===== src/rtl/sercfg_pkg.sv =====
// Package: shared widths, address prefixes and field codes for the
// serial control register port. Assumes a 16-bit word with a 6-bit prefix.
package sercfg_pkg;
    localparam int WORD_BITS   = 16;
    localparam int PREFIX_BITS = 6;
    localparam int EN_BITS     = 6;
    localparam int CODE_BITS   = 2;

    localparam logic [PREFIX_BITS-1:0] PFX_MODE = 6'b011100;
    localparam logic [PREFIX_BITS-1:0] PFX_CFG  = 6'b011011;

    // Bit positions inside a word that the decoder relies on.
    localparam int EN_LSB   = 4;
    localparam int RATE_LSB = 2;
    localparam int GRP_LSB  = 0;
    localparam int ALT_BIT  = 4;

    typedef enum logic [CODE_BITS-1:0] {
        RATE_STD  = 2'b00,
        RATE_DBL  = 2'b01,
        RATE_HALF = 2'b10,
        RATE_RSVD = 2'b11
    } rate_e;

    typedef enum logic [CODE_BITS-1:0] {
        GRP_48K  = 2'b00,
        GRP_44K1 = 2'b01,
        GRP_32K  = 2'b10,
        GRP_RSVD = 2'b11
    } grp_e;

    typedef struct packed {
        logic [EN_BITS-1:0] en;
        rate_e              rate;
        grp_e               grp;
        logic               alt;
    } ctl_t;

    localparam ctl_t CTL_DEFAULT = '{en: {EN_BITS{1'b1}}, rate: RATE_STD, grp: GRP_48K, alt: 1'b0};
endpackage


===== src/rtl/sercfg_sync.sv =====
// Module: multi-bit synchroniser. Each bit passes through STAGES flops in
// series. Assumes every bit is an independent slow level; no bus coherency.
module sercfg_sync #(
    parameter int WIDTH  = 3,
    parameter int STAGES = 2
) (
    input  logic             clk,
    input  logic             rst_n,
    input  logic [WIDTH-1:0] async_i,
    output logic [WIDTH-1:0] sync_o
);
    logic [WIDTH-1:0] chain_q [STAGES];

    // Shift the asynchronous levels through the flop chain.
    always_ff @(posedge clk) begin
        if (!rst_n) begin
            for (int s = 0; s < STAGES; s++) chain_q[s] <= '0;
        end else begin
            chain_q[0] <= async_i;
            for (int s = 1; s < STAGES; s++) chain_q[s] <= chain_q[s-1];
        end
    end

    assign sync_o = chain_q[STAGES-1];
endmodule


===== src/rtl/sercfg_shifter.sv =====
// Module: edge detection and word assembly. Shifts in one data bit per
// rising bit clock and counts bits up to WORD_BITS. On a rising strobe,
// emits a one-cycle word_vld if a full word was received, then clears the
// count. Assumes synchronised inputs, with data stable at the bit-clock rise.
module sercfg_shifter #(
    parameter int WORD_BITS = 16
) (
    input  logic                 clk,
    input  logic                 rst_n,
    input  logic                 bclk_s,
    input  logic                 bdat_s,
    input  logic                 stb_s,
    output logic                 word_vld,
    output logic [WORD_BITS-1:0] word
);
    localparam int CNT_W = $clog2(WORD_BITS + 1);
    localparam logic [CNT_W-1:0] CNT_FULL = CNT_W'(WORD_BITS);

    logic                 bclk_prev_q, stb_prev_q;
    logic                 bclk_rise, stb_rise;
    logic [WORD_BITS-1:0] shift_q;
    logic [CNT_W-1:0]     cnt_q;

    // Remember the last synchronised levels for edge detection.
    always_ff @(posedge clk) begin
        if (!rst_n) begin
            bclk_prev_q <= 1'b0;
            stb_prev_q  <= 1'b0;
        end else begin
            bclk_prev_q <= bclk_s;
            stb_prev_q  <= stb_s;
        end
    end

    assign bclk_rise = bclk_s & ~bclk_prev_q;
    assign stb_rise  = stb_s & ~stb_prev_q;

    // Shift the data, count the bits, and capture the word on a full strobe.
    always_ff @(posedge clk) begin
        if (!rst_n) begin
            shift_q  <= '0;
            cnt_q    <= '0;
            word_vld <= 1'b0;
            word     <= '0;
        end else begin
            word_vld <= 1'b0;
            if (bclk_rise) begin
                shift_q <= {shift_q[WORD_BITS-2:0], bdat_s};
                if (cnt_q != CNT_FULL) cnt_q <= cnt_q + 1'b1;
            end
            if (stb_rise) begin
                cnt_q <= '0;
                if (cnt_q == CNT_FULL) begin
                    word_vld <= 1'b1;
                    word     <= shift_q;
                end
            end
        end
    end

    p_cnt_bound_r2: assert property (@(posedge clk) disable iff (!rst_n)
        cnt_q <= CNT_FULL);
    p_short_drop_r2: assert property (@(posedge clk) disable iff (!rst_n)
        (stb_rise && cnt_q != CNT_FULL) |=> !word_vld);
    p_stb_clears_r2: assert property (@(posedge clk) disable iff (!rst_n)
        stb_rise |=> (cnt_q <= 1));
endmodule


===== src/rtl/sercfg_regs.sv =====
// Module: prefix decode and the two control registers. Applies mode and
// configuration writes, keeps the old value for reserved rate or group
// codes, and drops unknown prefixes. Assumes wr_vld is a single-cycle pulse.
module sercfg_regs
    import sercfg_pkg::*;
(
    input  logic                 clk,
    input  logic                 rst_n,
    input  logic                 wr_vld,
    input  logic [WORD_BITS-1:0] wr_word,
    output ctl_t                 ctl,
    output logic                 pwrdn
);
    logic [PREFIX_BITS-1:0] prefix;
    logic                   is_mode, is_cfg;
    rate_e                  new_rate;
    grp_e                   new_grp;

    assign prefix   = wr_word[WORD_BITS-1 -: PREFIX_BITS];
    assign is_mode  = wr_vld && (prefix == PFX_MODE);
    assign is_cfg   = wr_vld && (prefix == PFX_CFG);
    assign new_rate = rate_e'(wr_word[RATE_LSB +: CODE_BITS]);
    assign new_grp  = grp_e'(wr_word[GRP_LSB +: CODE_BITS]);

    // Update the control fields selected by the decoded prefix.
    always_ff @(posedge clk) begin
        if (!rst_n) begin
            ctl <= CTL_DEFAULT;
        end else begin
            if (is_mode) begin
                ctl.en <= wr_word[EN_LSB +: EN_BITS];
                if (new_rate != RATE_RSVD) ctl.rate <= new_rate;
                if (new_grp != GRP_RSVD)   ctl.grp  <= new_grp;
            end
            if (is_cfg) ctl.alt <= wr_word[ALT_BIT];
        end
    end

    assign pwrdn = ~|ctl.en;

    p_idle_hold_r7: assert property (@(posedge clk) disable iff (!rst_n)
        (!is_mode && !is_cfg) |=> $stable(ctl));
    p_rate_keep_r6: assert property (@(posedge clk) disable iff (!rst_n)
        (is_mode && new_rate == RATE_RSVD) |=> $stable(ctl.rate));
    p_grp_keep_r5: assert property (@(posedge clk) disable iff (!rst_n)
        (is_mode && new_grp == GRP_RSVD) |=> $stable(ctl.grp));
    p_cfg_only_alt_r4: assert property (@(posedge clk) disable iff (!rst_n)
        is_cfg |=> ($stable(ctl.en) && $stable(ctl.rate) && $stable(ctl.grp)));
    p_mode_en_r3: assert property (@(posedge clk) disable iff (!rst_n)
        is_mode |=> (ctl.en == $past(wr_word[EN_LSB +: EN_BITS])));
endmodule


===== src/rtl/sercfg_regif.sv =====
// Module: top level of the serial control register port. Chains the
// synchroniser, the shifter and the register file. Assumes clk runs at
// least four times faster than ser_clk_i.
module sercfg_regif
    import sercfg_pkg::*;
(
    input  logic                 clk,
    input  logic                 rst_n,
    input  logic                 ser_clk_i,
    input  logic                 ser_dat_i,
    input  logic                 ser_stb_i,
    output logic [EN_BITS-1:0]   out_en_o,
    output logic [CODE_BITS-1:0] rate_sel_o,
    output logic [CODE_BITS-1:0] grp_sel_o,
    output logic                 alt_cfg_o,
    output logic                 pwrdn_o
);
    logic [2:0]           sync_v;
    logic                 word_vld;
    logic [WORD_BITS-1:0] word;
    ctl_t                 ctl;

    sercfg_sync #(.WIDTH(3), .STAGES(2)) u_sync (
        .clk     (clk),
        .rst_n   (rst_n),
        .async_i ({ser_stb_i, ser_dat_i, ser_clk_i}),
        .sync_o  (sync_v)
    );

    sercfg_shifter #(.WORD_BITS(WORD_BITS)) u_shift (
        .clk      (clk),
        .rst_n    (rst_n),
        .bclk_s   (sync_v[0]),
        .bdat_s   (sync_v[1]),
        .stb_s    (sync_v[2]),
        .word_vld (word_vld),
        .word     (word)
    );

    sercfg_regs u_regs (
        .clk     (clk),
        .rst_n   (rst_n),
        .wr_vld  (word_vld),
        .wr_word (word),
        .ctl     (ctl),
        .pwrdn   (pwrdn_o)
    );

    assign out_en_o   = ctl.en;
    assign rate_sel_o = ctl.rate;
    assign grp_sel_o  = ctl.grp;
    assign alt_cfg_o  = ctl.alt;

    p_pwrdn_r8: assert property (@(posedge clk) disable iff (!rst_n)
        pwrdn_o |-> (out_en_o == '0));
endmodule


===== config.mk =====
export PLATFORM = sky130hd
export DESIGN_NAME = sercfg_regif
export DESIGN_NICKNAME = d
export VERILOG_FILES = /design/src/rtl/sercfg_pkg.sv /design/src/rtl/sercfg_sync.sv /design/src/rtl/sercfg_shifter.sv /design/src/rtl/sercfg_regs.sv /design/src/rtl/sercfg_regif.sv
export SDC_FILE = /design/constraint.sdc
export NUM_CORES = 1
export LEC_CHECK = 0
export BUFFER_PORTS_ARGS = -buffer_cell sky130_fd_sc_hd__buf_2
export CAP_MARGIN = 20
export CORE_MARGIN = 5
export CORE_UTILIZATION = 45
export DETAILED_ROUTE_END_ITERATION = 10
export PLACE_DENSITY_LB_ADDON = 0.15
export REMOVE_ABC_BUFFERS = 1
export SKIP_LAST_GASP = 1
export SLEW_MARGIN = 0
export SYNTH_ARGS = -nofsm -noshare
export SYNTH_HDL_FRONTEND = slang
export SYNTH_SLANG_ARGS = --single-unit

===== constraint.sdc =====
create_clock -name clk -period 3.3 [get_ports clk]
set_input_delay 0.33 -clock clk [delete_from_list [all_inputs] [get_ports clk]]
set_output_delay 0.33 -clock clk [all_outputs]
set_load 0.02 [all_outputs]

==> summary.md, run 1 <==
| Metric | Value |
|---|---|
| Outcome | completed |
| Crit path DAT | 1.48 ns |
| Die Span X | between 70 and 80 µm |
| Clk buf depth | 2 |
| CP required | ~3 ns |
| Worst Tran Pin Value | 0.787 ns |
| Hold buffer count at cts | 0 |
| Leading post-synthesis cells by instance count | nand2_1, dfxtp_1, a21oi_1 |
| Vias | about 1700 |
| Yosys warning total | 0 |
| Synth Area per Inst | ~9.2 µm² |
| Top cell type's share of synthesized area | 0.519 |
| Final Core Density | 0.523 |
| Unique masters post-synth | 31 |
| Clock skew | around 0.0093 ns |
| Leak | 0.864 nW |
| Top-Level Pins | 17 |
| Total CTS buffers | 9 |
| Router iterations before antenna repair | 5 |
| Fin crit period | approximately 1.8 ns |
| Gate power share | 0.022 |
| Endpoint class of the critical path | primary output |
| Clock latency on the worst-skew pair | 0.33 ns |
| Initial Util | 0.465 |
| Worst hold path class | primary input to flop |
| Die Y | 79.9 µm |
| Clock Sinks | 57 |
| DRC violations left | 0 |
| Fin Setup TNS | 0 ns |
| GR Util All Layers | 0.146 |
| Filler Cells Inserted | ~440 |
| Post-Place Cell Area | 2300 µm² |
| Post-cts resize count | 0 |
| Htree depth | 3 |
| Crit-path leading delay family | simple AND/OR/NAND/NOR gates |
| FF+latch count, synth | 57 |
| Ranking of synthesized cells by area | dfxtp_1, nand2_1, mux2i_1 |
| CP peak stage delay | 0.52 ns |
| Placed Instances | a little over 300 |
| Core Footprint | roughly 4700 µm² |
| Slew Viols, Final | 0 |
| Post-route ant nets | 0 |
| Worst VDD drop | 0.273 mV |
| Max_cap viols | 0 |
| Max_slew headroom | 0.475 |
| Violation count after the first detailed-route iteration | 104 |
| Multi-input gate area | ~960 µm² |
| Initial antenna violation count | 0 |
| Reg area | approximately 1100 µm² |
| # setup viols final | 0 |
| Die ar. | roughly 6400 µm² |
| Number of enable flip-flop cells after synthesis | 0 |
| Final std cells w/o fill | approximately 320 |
| Largest net degree at the start of global routing | 46 |
| Ys async rst share | 0 |
| Share of post-route cells with drive strength above 1 | 0.136 |
| Avg WL per Cell | ~13 µm |
| CP cell instances | or4_1 -> nor3_1 -> buf_2 |
| Syn Inst Count | about 240 |
| RSZ-0062 raised after global routing | no |
| Post-DP HPWL | between 2 and 2.5 mm |
| Nets@finish | 259 |
| First-pass GRT wire length | around 7.1 mm |
| Post-CTS Setup Bufs | 0 |
| Port bufs | 16 |
| Slowest cell on crit path | or4_1 |
| Gpl congestion | around 0.74 |
| Root Buffer | clkbuf_8 |
| Period utilization | 0.548 |
| Sequential share of the synthesized area | 0.519 |
| P_sw | 0.285 mW |
| Via-to-Cell Ratio | just over 5 |
| Crit-path max FO | 3 |
| Row cnt | 25 |
| Clk pwr share | 0.441 |
| Synth area leader | dfxtp_1 |
| Post-route design area | around 2500 µm² |
| Crit Path Category | flop to primary output |
| Clock-pin transition on the worst setup and hold timing paths | about 0.060 ns |
| Setup slack after layout | between 1 and 1.5 ns |
| Cell Int Power | ~1.0 mW |
| Final hold vios | 0 |
| P per Cell Area | ~520 nW/µm² |
| Most frequent cell after synthesis | nand2_1 |
| Cell area after synthesis | between 2000 and 2500 µm² |
| Startpoint class of the critical path | flop |
| Dominant synthesized flop cell | dfxtp_1 |
| Area growth syn-to-layout | 12.5% |
| Antenna diode count | 0 |
| CTS tree | done |
| WL final | 4.07 mm |
| Highest achievable clock rate | ~550 MHz |
| Sw Ratio | 0.220 |
| Dpl ws | 1.61 ns |
| Buffers and inverters on the worst path | 1 |
| Flop pwr share | 0.537 |
| Vias in the first global route | 1500 |
| GRT overflow | 0 |
-- area by class of cell --
type,instances,share of cell area
Tap cell,67,0.0339
Clock buffer,13,0.0643
Sequential cell,57,0.462
Inverter,6,0.00911
Timing Repair Buffer,18,0.0385
Multi-Input combinational cell,160,0.387
Clock inverter,3,0.00607
-- cell families after synthesis --
group,Yosys count,share of synthesized area
flops,57,0.519
mux,16,0.0728
buf+inv,22,0.0461
simple gates,103,0.236
compound gates,39,0.115
fa+ha+maj,2,0.0114
-- worst register-to-register path: cells and delay by family (launching register included) --
kind,cells,cell delay [ns]
AO/OA/AOI/OAI,1,0.35
flip-flops,1,0.32
AND/OR/NAND/NOR,2,0.92
-- power by group through the flow --
stage	registers [mW]	logic [mW]	clock network, mW
after floorplan	0.710	0.0135	0
after global placement	0.710	0.0298	0
after detailed placement	0.710	0.0295	0
after CTS	0.695	0.0296	0.594
after global routing	0.695	0.0337	0.631
final	0.695	0.0290	0.571
-- worst paths after layout --
path,slack (ns),depth (start not counted),endpoint,from
hold / removal,0.21,2,u_sync.chain_q[0][2]$_SDFF_PN0_,ser_stb_i
setup reg to reg,1.60,3,u_regs.ctl[8]$_SDFFE_PN1P_,u_shift.word[11]$_SDFFE_PN0P_
setup / recovery,1.49,3,pwrdn_o,u_regs.ctl[6]$_SDFFE_PN1P_
hold reg to reg,0.43,1,u_sync.chain_q[0][4]$_SDFF_PN0_,u_sync.chain_q[0][1]$_SDFF_PN0_
-- flip-flops by register name, indices dropped and copies added, names as in the netlist --
name                 cells
u_shift.word_vld         1
u_shift.word            16
u_shift.bclk_prev_q      1
u_regs.ctl              11
u_shift.shift_q         16
u_sync.chain_q           6
u_shift.cnt_q            5
u_shift.stb_prev_q       1
-- cells in the final DEF, fill, tap and decap left out, types with 2 or more instances in the layout --
cell type	netlist	routed
a211o_1	6	6
buf_2	3	16
ha_1	2	2
o211a_1	2	2
mux2i_1	16	16
o41ai_1	4	4
or3_1	4	4
nand3_1	3	3
nand2_1	68	68
nor4b_1	6	6
o21ai_0	4	4
a21oi_1	21	21
and2_1	8	8
nor3_1	2	2
nand2b_1	3	3
dfxtp_1	57	57
buf_4	0	2
inv_1	6	6
clkbuf_8	0	11
clkbuf_1	6	2
clkinv_2	0	3
-- through the flow --
stage	hold slack [ns]	power, mW
global placement	0.415	0.740
CTS	0.191	1.32
detailed placement	0.421	0.740
global route	0.210	1.36
finish	0.211	1.30
floorplan	0.412	0.723
-- metal layers --
layer / share of wire / GRT usage
met5: 0 / 0
met4: 0.022 / 0.101
met3: 0.032 / 0.0406
met2: 0.42 / 0.195
met1: 0.53 / 0.200
Note: power is estimated with default switching activity, not from simulation.
==> run 2, diff against run 1 <==
==> constraint.sdc (replaced) <==
create_clock -name clk -period 1.7 [get_ports clk]
set_input_delay 0.17 -clock clk [delete_from_list [all_inputs] [get_ports clk]]
set_output_delay 0.17 -clock clk [all_outputs]
set_load 0.02 [all_outputs]
==> run 2 against run 1 <==
  * Non-clock buffer count is 9 higher
  * Global-route usage increased by 0.27 points
  * Sequential power rose by 94%
  * Hold slack got worse by 0.16 ns
  * Wire length fell by 0.44%
  * Combinational power up 120%
  * Critical endpoint unchanged
==> summary.md, run 2 (synthesis results as in run 1) <==
| Metric | Value |
|---|---|
| Met2 GRT Util | 0.204 |
| First-pass GRT wire length | between 7 and 8 mm |
| Met1 capacity usage during global routing | 0.199 |
| Avg WL per Cell | between 10 and 15 µm |
| Clk buf depth | 2 |
| Final hold vios | 0 |
| Gpl congestion | just under 0.7 |
| WL final | slightly above 4 mm |
| Die Y | around 80 µm |
| Clock-pin transition on the worst setup and hold timing paths | about 0.060 ns |
| R2r setup slk | roughly 0.24 ns |
| CP required | 1.53 ns |
| Area growth syn-to-layout | 17.3% |
| Met3 global-route usage | 0.0542 |
| Max_cap viols | 0 |
| Initial Util | 0.465 |
| Clock Sinks | 57 |
| Post-route ant nets | 0 |
| Root Buffer | clkbuf_8 |
| # setup viols final | 0 |
| Most Used Layer, Global Route | met2 |
| Commonest non-fill, non-tap cells in the layout | nand2_1, dfxtp_1, a21oi_1 |
| Reg area | between 1000 and 1500 µm² |
| CP cell instances | or4_4 -> nor3_2 -> buf_4 |
| Clock skew | roughly 0.0092 ns |
| Leak | between 0.9 and 1 nW |
| Filler Cells Inserted | roughly 460 |
| DRC violations left | 0 |
| Crit path DAT | around 1.5 ns |
| RSZ-0062 raised after global routing | yes |
| Antenna diode count | 0 |
| CP peak stage delay | about 0.54 ns |
| Crit-path max FO | 3 |
| Setup slack after layout | around 0.036 ns |
| Most common cell after layout, fill and taps aside | nand2_1 |
| CTS tree | done |
| Highest achievable clock rate | 601 MHz |
| Initial antenna violation count | 0 |
| Multi-input gate area | a little under 1000 µm² |
| Max_slew headroom | 0.668 |
| Htree depth | 3 |
| Crit Path Category | flop to primary output |
| Violation count after the first detailed-route iteration | 82 |
| Post-DP HPWL | between 2 and 3 mm |
| Die Span X | 79.9 µm |
| Vias | around 1600 |
| Router iterations before antenna repair | 4 |
| Vias in the first global route | ~1600 |
| Via-to-Cell Ratio | approximately 4.9 |
| Slowest cell on crit path | or4_4 |
| Worst VDD drop | around 0.64 mV |
| Clock latency on the worst-skew pair | about 0.33 ns |
| Port bufs | 16 |
| Largest net degree at the start of global routing | 27 |
| Nets@finish | roughly 270 |
| Die ar. | about 6400 µm² |
| Endpoint class of the critical path | primary output |
| Row cnt | 25 |
| Slew Viols, Final | 0 |
| Share of post-route cells with drive strength above 1 | 0.169 |
| Largest regs | u_shift.shift_q x16, u_shift.word x16, u_regs.ctl x11 |
| GR Util All Layers | 0.149 |
| Smallest hold slack | 0.0511 ns |
| Dpl ws | around 0.24 ns |
| Worst Tran Pin Value | between 0.4 and 0.5 ns |
| Fin crit period | around 1.7 ns |
| Outcome | completed |
| GRT overflow | 0 |
| Period utilization | 0.979 |
| Startpoint class of the critical path | flop |
| P per Cell Area | roughly 1000 nW/µm² |
| Top-Level Pins | 17 |
| Core Footprint | between 4000 and 5000 µm² |
| Total CTS buffers | 9 |
| Worst hold path class | primary input to flop |
-- run 2: cell count changes in the layout (fill, tap and decap cells not counted) --
cell,previous run,this run
buf_4,2,11
buf_12,0,1
buf_2,16,15
bufinv_16,0,1
clkbuf_1,2,3
clkbuf_8,11,10
clkinv_2,3,2
nor3_1,2,1
nor3_2,0,1
or4_1,1,0
or4_4,0,1
-- run 2: per-layer routing --
metal,wire length (µm),vias up,share of wire
met2,1670,20,0.41
met3,108,10,0.027
met1,2170,748,0.54
met5,0,-,0
met4,100,0,0.025
li1,-,859,-
-- run 2: repair_timing --
action	4_1_cts	5_1_grt
setup endpoints to repair	0	1
gates resized for setup	0	3
setup buffers	0	0
hold buffers	0	0
-- run 2: worst paths after layout --
check                           cells after the start                            start                              end
worst max-delay path                                3       u_regs.ctl[6]$_SDFFE_PN1P_                          pwrdn_o
worst min-delay path                                2                        ser_dat_i  u_sync.chain_q[0][1]$_SDFF_PN0_
worst max register to register                      3    u_shift.word[13]$_SDFFE_PN0P_       u_regs.ctl[9]$_SDFFE_PN1P_
worst min register to register                      1  u_sync.chain_q[0][2]$_SDFF_PN0_  u_sync.chain_q[0][5]$_SDFF_PN0_
-- run 2: final cells by class --
cell class,instances,area share
Multi-Input combinational cell,160,0.374
Clock inverter,3,0.0155
Tap cell,67,0.0325
Sequential cell,57,0.443
Timing Repair Buffer,27,0.0689
Clock buffer,13,0.0577
Inverter,6,0.00873
-- run 2: through the flow --
| step | cell area (µm²) | TNS [ns] | util | cells | power (mW) |
|---|---|---|---|---|---|
| final | 2580 | 0 | 0.546 | 333 | 2.63 |
| after global routing | 2580 | -0.0565 | 0.546 | 333 | 2.75 |
| after CTS | 2570 | 0 | 0.544 | 333 | 2.66 |
| after detailed placement | 2380 | 0 | 0.504 | 317 | 1.44 |
| after global placement | 2380 | 0 | 0.504 | 317 | 1.44 |
| after floorplan | 2120 | 0 | - | 223 | 1.40 |
-- run 2: critical path: cells and delay by family (launching register included) --
| kind | cells | cell delay [ns] |
|---|---|---|
| AND/OR/NAND/NOR | 2 | 0.68 |
| flip-flops | 1 | 0.32 |
| buffers and inverters | 1 | 0.17 |
-- run 2: power by group --
group	switching [mW]	leakage [nW]	internal, mW
Clock	0.503	0.0974	0.714
Combinational	0.0427	0.357	0.0214
Sequential	0.00380	0.461	1.35
==> run 3, diff against run 2 <==
--- a/config.mk
+++ b/config.mk
@@ -10,6 +10,7 @@
 export CORE_MARGIN = 5
 export CORE_UTILIZATION = 45
 export DETAILED_ROUTE_END_ITERATION = 10
+export HOLD_SLACK_MARGIN = 0.1
 export PLACE_DENSITY_LB_ADDON = 0.15
 export REMOVE_ABC_BUFFERS = 1
 export SKIP_LAST_GASP = 1
==> run 3 against run 2 <==
  * Hold slack better by 0.083 ns
  * First-iteration DRC count stayed put
  * Clock power hardly changed
  * Highest routed layer unchanged
  * Combinational power is 8.1% higher
  * Sequential share of layout area is 0.51 points lower
  * Maximum frequency hardly changed
  * Die area stayed put
  * Setup slack hardly changed
  * Via count is 0.43% higher
==> summary.md, run 3 (synthesis results as in run 1) <==
| Metric | Value |
|---|---|
| Clock latency on the worst-skew pair | ~0.33 ns |
| Gpl congestion | roughly 0.7 |
| Top-Level Pins | 17 |
| Sw Ratio | 0.210 |
| Clk pwr share | 0.462 |
| Commonest non-fill, non-tap cells in the layout | nand2_1, dfxtp_1, a21oi_1 |
| Avg WL per Cell | 12.1 µm |
| Filler Cells Inserted | approximately 460 |
| Cell Int Power | about 2.1 mW |
| Vias | roughly 1600 |
| WL final | about 4.1 mm |
| Clock skew | 0.00928 ns |
| Antenna diode count | 0 |
| Core Footprint | 4720 µm² |
| Die ar. | between 6000 and 7000 µm² |
| Clock-pin transition on the worst setup and hold timing paths | around 0.060 ns |
| FF-to-FF path depth | 3 |
| Die Y | 79.9 µm |
| CP endpoint | pwrdn_o |
| Initial antenna violation count | 0 |
| Router iterations before antenna repair | 4 |
| Max_cap viols | 0 |
| Post-CTS Setup Bufs | 0 |
| Final std cells w/o fill | around 340 |
| Reg-to-reg critical path startpoint | u_shift.word[13]$_SDFFE_PN0P_ |
| Htree depth | 3 |
| Area growth syn-to-layout | 18.7% |
| P per Cell Area | a little over 1000 nW/µm² |
| Endpoint class of the critical path | primary output |
| Max_slew headroom | 0.667 |
| Fin Setup TNS | 0 ns |
| Crit-path max FO | 3 |
| Startpoint class of the critical path | flop |
| Nets@finish | approximately 270 |
| Dpl ws | 0.239 ns |
| Root Buffer | clkbuf_8 |
| First-pass GRT wire length | between 7 and 8 mm |
| Worst VDD drop | roughly 0.65 mV |
| Outcome | completed |
| Worst Tran Pin Value | 0.492 ns |
| Port bufs | 16 |
| Gate power share | 0.026 |
| Placed Instances | about 320 |
| P_sw | 0.553 mW |
| Violation count after the first detailed-route iteration | 82 |
| DRC violations left | 0 |
| Final hold vios | 0 |
| # setup viols final | 0 |
| Largest regs | u_shift.shift_q x16, u_shift.word x16, u_regs.ctl x11 |
| Post-route ant nets | 0 |
| RSZ-0062 raised after global routing | yes |
| Share of post-route cells with drive strength above 1 | 0.167 |
| Post-DP HPWL | roughly 2.7 mm |
| Initial Util | 0.465 |
| Worst hold path class | primary input to flop |
| Period utilization | 0.979 |
| R2r setup slk | 0.24 ns |
| Critical Path Start | u_regs.ctl[6]$_SDFFE_PN1P_ |
| Slew Viols, Final | 0 |
| Most common cell after layout, fill and taps aside | nand2_1 |
| GRT overflow | 0 |
| RR Endpoint | u_regs.ctl[9]$_SDFFE_PN1P_ |
| Crit Path Category | flop to primary output |
| CP required | 1.53 ns |
| Smallest hold slack | 0.134 ns |
| Highest achievable clock rate | 601 MHz |
| Flop pwr share | 0.511 |
| Leak | 0.927 nW |
| Die Span X | about 80 µm |
| Clk buf depth | 2 |
| Fin crit period | approximately 1.7 ns |
| Vias in the first global route | between 1500 and 2000 |
| GR Util All Layers | 0.150 |
| Via-to-Cell Ratio | about 4.9 |
| Largest net degree at the start of global routing | 27 |
| Row cnt | 25 |
| CTS tree | done |
| Final Core Density | 0.552 |
| Setup slack after layout | 0.0365 ns |
| Clock Sinks | 57 |
| Crit path DAT | approximately 1.5 ns |
| Total CTS buffers | 9 |
-- run 3: cell types whose count changed in the layout (fill, tap and decap cells not counted) --
| cell | change |
|---|---|
| dlygate4sd3_1 | +3 |
-- run 3: per-layer routing --
layer / part of all wire / vias to the layer above / GRT usage
met1: 0.54 / 749 / 0.200
li1: - / 865 / -
met5: 0 / - / 0
met2: 0.41 / 20 / 0.206
met3: 0.027 / 10 / 0.0542
met4: 0.025 / 0 / 0.0861
-- run 3: final cells by class --
cell class / count / area (µm²) / share of cell area
tap: 67 / 83.8 / 0.0321
timing repair buffer: 30 / 208 / 0.0796
clock buffer: 13 / 149 / 0.0571
sequential: 57 / 1140 / 0.437
multi-input combinational: 160 / 965 / 0.370
inverter: 6 / 22.5 / 0.00863
clock inverter: 3 / 40.0 / 0.0153
-- run 3: worst min-delay path by stage --
stage                     slack (ns)                         endpoint      start  cells past startpoint
after floorplan                 0.29  u_sync.chain_q[0][0]$_SDFF_PN0_      rst_n                      1
after global placement          0.38  u_sync.chain_q[0][1]$_SDFF_PN0_  ser_dat_i                      2
after detailed placement        0.38  u_sync.chain_q[0][0]$_SDFF_PN0_  ser_clk_i                      2
after CTS                       0.12     u_shift.word[8]$_SDFFE_PN0P_      rst_n                      3
after global routing            0.14     u_shift.word[8]$_SDFFE_PN0P_      rst_n                      3
final                           0.13     u_shift.word[8]$_SDFFE_PN0P_      rst_n                      3
-- run 3: critical path, stage by stage, from the launching register on --
cell and delay [ns]:
dfxtp_1 0.32, or4_4 0.54, nor3_2 0.14, buf_4 0.17
-- run 3: power groups by stage --
stage | Combinational (mW) | Clock, mW | Sequential [mW]
finish | 0.0693 | 1.22 | 1.35
global placement | 0.0643 | 0 | 1.38
detailed placement | 0.0646 | 0 | 1.38
CTS | 0.0698 | 1.25 | 1.35
global route | 0.0789 | 1.33 | 1.35
floorplan | 0.0261 | 0 | 1.38
-- run 3: what timing repair did --
item,4_1_cts,5_1_grt
endpoints found under the setup margin,0,1
hold buffers,3,0
resized for setup,0,3
hold endpoints to repair,3,0
-- run 3: per-stage QoR --
stage | instance area, µm² | total power [mW]
after floorplan | 2120 | 1.40
after global placement | 2380 | 1.44
after detailed placement | 2380 | 1.44
after CTS | 2600 | 2.67
after global routing | 2610 | 2.75
final | 2610 | 2.64
